--- config.mk ---
export PLATFORM = sky130hd
export DESIGN_NAME = irq_code_enc
export DESIGN_NICKNAME = d
export VERILOG_FILES = /design/src/rtl/icode_pkg.sv /design/src/rtl/icode_pend_bank.sv /design/src/rtl/icode_mask_reg.sv /design/src/rtl/icode_prio_coder.sv /design/src/rtl/irq_code_enc.sv
export SDC_FILE = /design/constraint.sdc
export NUM_CORES = 1
export LEC_CHECK = 0
export BUFFER_PORTS_ARGS = -buffer_cell sky130_fd_sc_hd__buf_2
export CAP_MARGIN = 15
export CORE_UTILIZATION = 48
export CTS_CLUSTER_DIAMETER = 60
export DETAILED_ROUTE_END_ITERATION = 7
export PLACE_DENSITY_LB_ADDON = 0.25
export SLEW_MARGIN = 15
export SYNTH_ARGS = -nofsm -noshare
export SYNTH_HDL_FRONTEND = slang
export SYNTH_SLANG_ARGS = --single-unit
--- constraint.sdc ---
create_clock -name clk -period 1.8 [get_ports clk]
set_input_delay 0.54 -clock clk [delete_from_list [all_inputs] [get_ports clk]]
set_output_delay 0.54 -clock clk [all_outputs]
set_load 0.1 [all_outputs]
--- src/rtl/icode_pkg.sv ---
package icode_pkg;
    localparam int unsigned NBUF_DEF = 15;

    function automatic int unsigned code_width(input int unsigned nbuf);
        return $clog2(nbuf + 1);
    endfunction
endpackage

--- src/rtl/icode_pend_bank.sv ---
module icode_pend_bank #(
    parameter int unsigned NBUF = icode_pkg::NBUF_DEF
) (
    input  logic            clk,
    input  logic            rst_n,
    input  logic [NBUF-1:0] set_i,
    input  logic [NBUF-1:0] clr_i,
    output logic [NBUF-1:0] pend_o
);
    logic [NBUF-1:0] pend_q;

    // Set has precedence over a clear arriving in the same cycle.
    always_ff @(posedge clk or negedge rst_n) begin
        if (!rst_n) begin
            pend_q <= '0;
        end else begin
            pend_q <= (pend_q & ~clr_i) | set_i;
        end
    end

    assign pend_o = pend_q;

    assert_set_wins_R2: assert property (@(posedge clk) disable iff (!rst_n)
        (set_i != '0) |=> ((pend_q & $past(set_i)) == $past(set_i)));

    assert_clear_takes_R3: assert property (@(posedge clk) disable iff (!rst_n)
        ((clr_i & ~set_i) != '0) |=> ((pend_q & $past(clr_i & ~set_i)) == '0));

    assert_hold_idle_R2: assert property (@(posedge clk) disable iff (!rst_n)
        (clr_i == '0) |=> ((pend_q & $past(pend_q)) == $past(pend_q)));
endmodule

--- src/rtl/icode_mask_reg.sv ---
module icode_mask_reg #(
    parameter int unsigned NBUF = icode_pkg::NBUF_DEF
) (
    input  logic            clk,
    input  logic            rst_n,
    input  logic            we_i,
    input  logic [NBUF-1:0] wdata_i,
    output logic [NBUF-1:0] mask_o
);
    logic [NBUF-1:0] mask_q;

    always_ff @(posedge clk or negedge rst_n) begin
        if (!rst_n) begin
            mask_q <= '1;
        end else if (we_i) begin
            mask_q <= wdata_i;
        end
    end

    assign mask_o = mask_q;

    assert_mask_load_R6: assert property (@(posedge clk) disable iff (!rst_n)
        we_i |=> (mask_q == $past(wdata_i)));

    assert_mask_hold_R6: assert property (@(posedge clk) disable iff (!rst_n)
        !we_i |=> $stable(mask_q));
endmodule

--- src/rtl/icode_prio_coder.sv ---
module icode_prio_coder #(
    parameter int unsigned NBUF = icode_pkg::NBUF_DEF,
    localparam int unsigned CW = icode_pkg::code_width(NBUF)
) (
    input  logic [NBUF-1:0] req_i,
    output logic [CW-1:0]   code_o,
    output logic            any_o
);
    logic [NBUF:0]   seen;
    logic [NBUF-1:0] hit;

    assign seen[0] = 1'b0;

    for (genvar g = 0; g < NBUF; g++) begin : g_chain
        assign hit[g]      = req_i[g] & ~seen[g];
        assign seen[g + 1] = seen[g] | req_i[g];
    end

    always_comb begin
        code_o = '0;
        for (int i = 0; i < NBUF; i++) begin
            if (hit[i]) begin
                code_o = code_o | CW'(i + 1);
            end
        end
    end

    assign any_o = seen[NBUF];

    always_comb begin
        assert_single_winner_R8: assert ($onehot0(hit));
    end
endmodule

--- src/rtl/irq_code_enc.sv ---
module irq_code_enc #(
    parameter int unsigned NBUF = icode_pkg::NBUF_DEF,
    localparam int unsigned CW = icode_pkg::code_width(NBUF)
) (
    input  logic            clk,
    input  logic            rst_n,
    input  logic [NBUF-1:0] set_i,
    input  logic [NBUF-1:0] clr_i,
    input  logic            mask_we_i,
    input  logic [NBUF-1:0] mask_wdata_i,
    output logic [CW-1:0]   code_o,
    output logic            any_o
);
    logic [NBUF-1:0] pend;
    logic [NBUF-1:0] mask;
    logic [NBUF-1:0] masked;

    icode_pend_bank #(.NBUF(NBUF)) pend_i (
        .clk    (clk),
        .rst_n  (rst_n),
        .set_i  (set_i),
        .clr_i  (clr_i),
        .pend_o (pend)
    );

    icode_mask_reg #(.NBUF(NBUF)) mask_i (
        .clk     (clk),
        .rst_n   (rst_n),
        .we_i    (mask_we_i),
        .wdata_i (mask_wdata_i),
        .mask_o  (mask)
    );

    assign masked = pend & mask;

    icode_prio_coder #(.NBUF(NBUF)) coder_i (
        .req_i  (masked),
        .code_o (code_o),
        .any_o  (any_o)
    );

    // One-hot image of the buffer named by the code, used by the checks.
    logic [NBUF-1:0] win_bit;
    always_comb begin
        win_bit = '0;
        if (code_o != '0) begin
            win_bit = NBUF'(1) << (code_o - CW'(1));
        end
    end

    assert_code_points_R4: assert property (@(posedge clk) disable iff (!rst_n)
        (code_o != '0) |-> ((masked & win_bit) != '0));

    assert_lowest_wins_R8: assert property (@(posedge clk) disable iff (!rst_n)
        (code_o != '0) |-> ((masked & (win_bit - NBUF'(1))) == '0));

    assert_zero_idle_R4: assert property (@(posedge clk) disable iff (!rst_n)
        (code_o == '0) |-> (masked == '0));

    assert_any_match_R5: assert property (@(posedge clk) disable iff (!rst_n)
        any_o == (code_o != '0));

    assert_mask_keeps_pend_R7: assert property (@(posedge clk) disable iff (!rst_n)
        (mask_we_i && clr_i == '0) |=> ((pend & $past(pend)) == $past(pend)));
endmodule

# --- Word level (Yosys, flattened, before mapping) ---
# Cells that the tools add are included.
word_totals:
  regBits: 30
  latchBits: 0
  mem_bits_rw: 0
  mem_bits_ro: 0
  in_bits: 48
  output_inout_bits: 5
  n_memories: 0
classes:
  add_sub_neg: 0
  mul: 0
  n_div: 0
  order_cmp: 0
  eq_ne: 0
  shift: 0
  mux: 15
  n_bitwise: 46
  reduce_logical: 0
ops:
  columns: ["cell", "n"]
  rows:
  - ["$mux 4", 8]
  - ["$and 15x15->15", 2]
  - ["$not 15->15", 1]
  - ["$or 15x15->15", 1]
  - ["$and 1x1->1", 14]
  - ["$not 1->1", 14]
  - ["$or 1x1->1", 14]
  - ["$mux 3", 4]
  - ["$mux 2", 2]
  - ["$mux 1", 1]

# --- Longest topological paths before layout ---
depth:
  word_depth: 17
  mapped_depth: 4
  mapped_depth_nobuf: 4

# --- Cells and area by module ---
# A second synthesis with hierarchy kept.
unflattened:
  hier_cells: 120
  area_unflattened_um2: 1442.6
by_module_without_submodules:
  columns: ["module", "n_inst", "cells_each", "area_each_um2", "seq_area_each_um2"]
  rows:
  - ["icode_mask_reg", 1, 32, 631.9, 394.1]
  - ["icode_pend_bank", 1, 45, 544.3, 375.4]
  - ["icode_prio_coder", 1, 28, 172.7, 0.0]
  - ["irq_code_enc", 1, 15, 93.8, 0.0]

# --- Worst setup path before layout ---
# Ideal clock, no wire load.
synth_path:
  kind: "register -> output"
  start: "reg mask_i.mask_q[5], in the netlist mask_i.mask_o[5]"
  end: "out code_o[2]"
  arrival_time_ps: 2320
  required_ps: 1260
  setup_slack_ps: -1060
  path_stages_with_launch: 4
  cell_sequence: "dfstp_2 a22oi_1 and3_2 a21oi_1"
synth_via:
  elab_chain_len: 13
  elab_cells_between_ends: 31
synth_rtl:
  columns: ["item", "line_no", "rtl"]
  rows:
  - ["start, declared", "icode_mask_reg.sv:10", "logic [NBUF-1:0] mask_q;"]
  - ["start signal, assigned", "icode_mask_reg.sv:16", "mask_q <= wdata_i;"]
  - ["$and 15x15->15 *", "irq_code_enc.sv:34", "assign masked = pend & mask;"]
  - ["$or 1x1->1", "icode_prio_coder.sv:16", "assign seen[g + 1] = seen[g] | req_i[g];"]
  - ["$not 1->1 or $or 1x1->1 (tied branches)", "icode_prio_coder.sv:15, icode_prio_coder.sv:16", null]
  - ["$and 1x1->1 or $or 1x1->1 (tied branches)", "icode_prio_coder.sv:15, icode_prio_coder.sv:16", null]
  - ["$mux 3 or $or 1x1->1 (tied branches)", "icode_prio_coder.sv:22, icode_prio_coder.sv:16", null]
  - ["$mux 4 or $or 1x1->1 (tied branches) (2 in series)", "icode_prio_coder.sv:22, icode_prio_coder.sv:16", null]
  - ["$mux 4 (tied with other cells) (4 in series)", "icode_prio_coder.sv:22", "if (hit[i]) begin"]
  - ["$mux 4 or $and 1x1->1 (tied branches)", "icode_prio_coder.sv:22, icode_prio_coder.sv:15", null]
  - ["$mux 4 *", "icode_prio_coder.sv:22", null]
  - ["end, declared", "irq_code_enc.sv:11", "output logic [CW-1:0] code_o,"]
# Every way passes the cells marked *; elsewhere a longest branch is shown, timed or not.

# --- Worst setup path in the final report ---
layout_path:
  start: "reg pend_i.pend_q[13], in the netlist pend_i.pend_o[13]"
  end: "out code_o[0]"
layout_via:
  elab_chain_len: 5
layout_rtl:
  columns: ["item", "line_no", "rtl"]
  rows:
  - ["start, declared", "icode_pend_bank.sv:10", "logic [NBUF-1:0] pend_q;"]
  - ["start signal, assigned", "icode_pend_bank.sv:17", "pend_q <= (pend_q & ~clr_i) | set_i;"]
  - ["$and 15x15->15", "irq_code_enc.sv:34", null]
  - ["$or 1x1->1", "icode_prio_coder.sv:16", null]
  - ["$not 1->1", "icode_prio_coder.sv:15", "assign hit[g] = req_i[g] & ~seen[g];"]
  - ["$and 1x1->1", "icode_prio_coder.sv:15", null]
  - ["$mux 4", "icode_prio_coder.sv:22", null]
# No other way between the ends.

==> out/results.tsv <==
stage	metric	value	unit
sta	setup violators final	5	
critical_path	crit path launch type	register	
sta	Slew Limit Headroom	56.4	%
die	Chip Height	55.5	um
die	num rows	19	
sta	Tightest Pin Transition	0.654	ns
final_layout	Multi-input gate area	637	um2
synthesis	Synth Cell Area	1370	um2
final_layout	cell area after layout	2050	um2
die	initial core utilization	50.2	%
clocking	CTS H-tree depth	2	
route	DR pass1 iterations	4	
die	Chip Width	55.5	um
critical_path	Levels on crit path	5	
route	drt drc	0	
sta	unrepaired setup endpoints after global routing	true	
power_and_ir_drop	PwrDens	850	nW/um2
route	Wirelength per Cell	14.4	um
sta	Clock Skew	0	ns
clocking	CTS Buf Count	5	
run_status	violated checks	setup timing	
critical_path	worst endpoint required time	1.26	ns
sta	setup ws final	-0.591	ns
sta	Tcrit/Tclk final	133	%
die	I/O Pins	53	
critical_path	Worst Setup EP	code_o[0]	
clocking	CTS root buffer	clkbuf_4	
global_route	initial antenna violation count	0	
route	Vias/cell	5.08	
run_status	outcome	finished, violations left	
min_path	Min-Delay Path Class	input pin to async pin	
clocking	Worst-path clk slew	0.09	ns
critical_path	CP peak stage delay	0.39	ns
synthesis	#FFs+latches synth	30	
final_layout	Synth-to-Final Area Change	49.8	%
clocking	CTS tree	done	
global_route	wire length of the first global-routing pass	5350	um
synthesis	Post-Synthesis Mean Instance Area	12.0	um2
synthesis	sequential share of the synthesized area	56.1	%
final_layout	Sequential cell area	769	um2
clocking	Clock Tree Buf Depth	2	
critical_path	Crit Reg-Reg Endpoint	mask_i.mask_o[5]$_DFFE_PN1P_	
critical_path	Top delay family on crit path	compound AO/OA/AOI/OAI gates	
power_and_ir_drop	Pleak	1.04	nW
placement	GP Congestion	0.821	
die	Die Footprint	3070	um2
critical_path	RR Startpoint	mask_i.mask_o[5]$_DFFE_PN1P_	
route	Antenna Nets Post-Route	0	
critical_path	Cell Chain, Critical Path	a222oi_1 > a32o_2 > a32oi_2 > o221ai_4 > buf_12	
critical_path	crit path DAT	1.85	ns
critical_path	worst-path maximum fanout	2	
sta	Final Max Tran Viols	0	
final_layout	fraction of layout cells with a size suffix above 1	67.2	%
global_route	largest net degree at the start of global routing	31	
sta	Final Hold Violating Endpoints	0	
placement	instance area at placement	1940	um2
critical_path	r2r worst-path depth	3	
power_and_ir_drop	Max IR drop VDD	0.000664	V
sta	worst hold slack	0.234	ns
global_route	grt total ovfl	0	
critical_path	Crit. Startpoint	pend_i.pend_o[13]$_DFF_PN0_	
route	total number of vias	1133	
placement	Port Buf Inserts	52	
critical_path	CP Class	register to output pin	
critical_path	r2r setup slk	0.87	ns
route	routed wire length	3210	um
placement	hpwl dp	2520	um
final_layout	Layout fillers	206	
final_layout	Final nets	239	
global_route	Total Routing Usage GR	22.9	%
synthesis	Ys Warns	0	
global_route	vias in the first global route	1244	
clocking	hold buffers post-CTS	0	
die	Core Region	2730	um2
final_layout	diode count	0	
clocking	Clk Latency, worst-skew pair	0.33	ns
critical_path	CP Buf/Inv Count	1	
synthesis	synth unique cells	25	
synthesis	syn nets	162	
sta	fmax	418	MHz
synthesis	cell count after synthesis	114	
clocking	Clock Sinks	30	
critical_path	crit path capture type	output pin	
critical_path	slowest cell on the critical path	dfrtp_1	
run	max cap viols	0	
sta	min Tclk post-route	2.39	ns
route	initial drt markers	15	
[layout make-up]
cell class	instances	share of cell area [%]
clock buffer	7	2.68
timing repair buffer	72	24.0
tap	31	1.89
inverter	15	2.74
multi-input combinational	67	31.0
clock inverter	1	0.244
sequential	30	37.5
[placed cells by master, fill, tap and decap left out, drive strengths merged, types with 2 or more instances in the layout]
| cell type | Yosys | final |
|---|---|---|
| a21o | 15 | 15 |
| inv | 15 | 15 |
| nand2b | 4 | 4 |
| dfstp | 15 | 15 |
| a22o | 2 | 2 |
| and2 | 2 | 2 |
| nand2 | 9 | 9 |
| a22oi | 6 | 6 |
| mux2 | 15 | 15 |
| nor2 | 2 | 2 |
| a32o | 2 | 2 |
| clkbuf | 1 | 7 |
| dfrtp | 15 | 15 |
| buf | 1 | 72 |
[state kept, by name, summed over array words and instances (netlist names)]
| name | flops |
|---|---|
| mask_i.mask_o | 15 |
| pend_i.pend_o | 15 |
[what timing repair did]
action | CTS | global route
resized for setup | 4 | 5
endpoints found under the setup margin | 5 | 5
buffers inserted | 0 | 2
pin swaps | 5 | 7
cloned | 0 | 0
[worst register-to-register path: stages (launching register included)]
cell and delay, ns:
dfstp_2 0.39, buf_6 0.11, buf_4 0.12, mux2_2 0.25
[how the worst min path moves through the flow]
stage | from | end | slack (ns) | depth (start not counted)
2_1_floorplan | rst_n | pend_i.pend_o[0]$_DFF_PN0_ | 0.24 | 0
4_1_cts | rst_n | pend_i.pend_o[10]$_DFF_PN0_ | 0.24 | 1
6_report | rst_n | pend_i.pend_o[0]$_DFF_PN0_ | 0.23 | 1
5_1_grt | rst_n | pend_i.pend_o[10]$_DFF_PN0_ | 0.26 | 1
3_3_place_gp | pend_i.pend_o[0]$_DFF_PN0_ | pend_i.pend_o[0]$_DFF_PN0_ | 0.46 | 1
3_5_place_dp | pend_i.pend_o[0]$_DFF_PN0_ | pend_i.pend_o[0]$_DFF_PN0_ | 0.47 | 1
[synth_stat cells, drive strengths merged]
cell	instances	share of area (%)
a222oi	1	0.73
o21a	1	0.55
a31oi	1	0.46
and2	2	1.1
dfstp	15	29
clkbuf	1	0.27
o221ai	1	1.1
inv	15	4.1
a32oi	1	0.64
nand3	1	0.36
nand2b	4	2.4
nand2	9	2.5
nor2	2	0.55
a22oi	6	3.3
o211ai	1	0.55
and3	1	0.55
mux2	15	12
dfrtp	15	27
a21oi	1	0.36
a21o	15	8.2
a32o	2	1.5
a22o	2	1.3
a41o	1	0.82
buf	1	0.36
[routing by layer]
layer | track usage (%) | part of all wire [%] | wire length, um
met5 | 0 | 0 | 0
met4 | 9.29 | 2.3 | 74
met3 | 6.32 | 4.8 | 153
met2 | 38.9 | 52 | 1680
met1 | 27.3 | 40 | 1300
[power breakdown]
part           internal, mW  leakage (nW)  switching [mW]
registers             0.757         0.319          0.0474
logic                 0.266         0.681           0.265
clock network         0.189        0.0353           0.222
[cell families after synthesis]
| group | count (synthesis) | synth area share (%) |
|---|---|---|
| flops | 30 | 56.1 |
| buf+inv | 17 | 4.74 |
| simple gates | 19 | 7.39 |
| mux | 15 | 12.3 |
| compound gates | 33 | 19.4 |
[through the flow]
step | std cells | util (%) | worst slack (ns) | power (mW) | setup TNS [ns]
after detailed placement | 213 | 71.0 | -0.247 | 1.32 | -0.755
after floorplan | 114 | - | -0.351 | 1.09 | -0.641
final | 223 | 75.1 | -0.591 | 1.75 | -2.20
after CTS | 221 | 74.0 | -0.593 | 1.75 | -2.36
after global placement | 213 | 71.0 | -0.248 | 1.30 | -0.543
after global routing | 223 | 75.1 | -0.683 | 1.83 | -2.62
No activity file was read; power rests on OpenSTA's default activity.
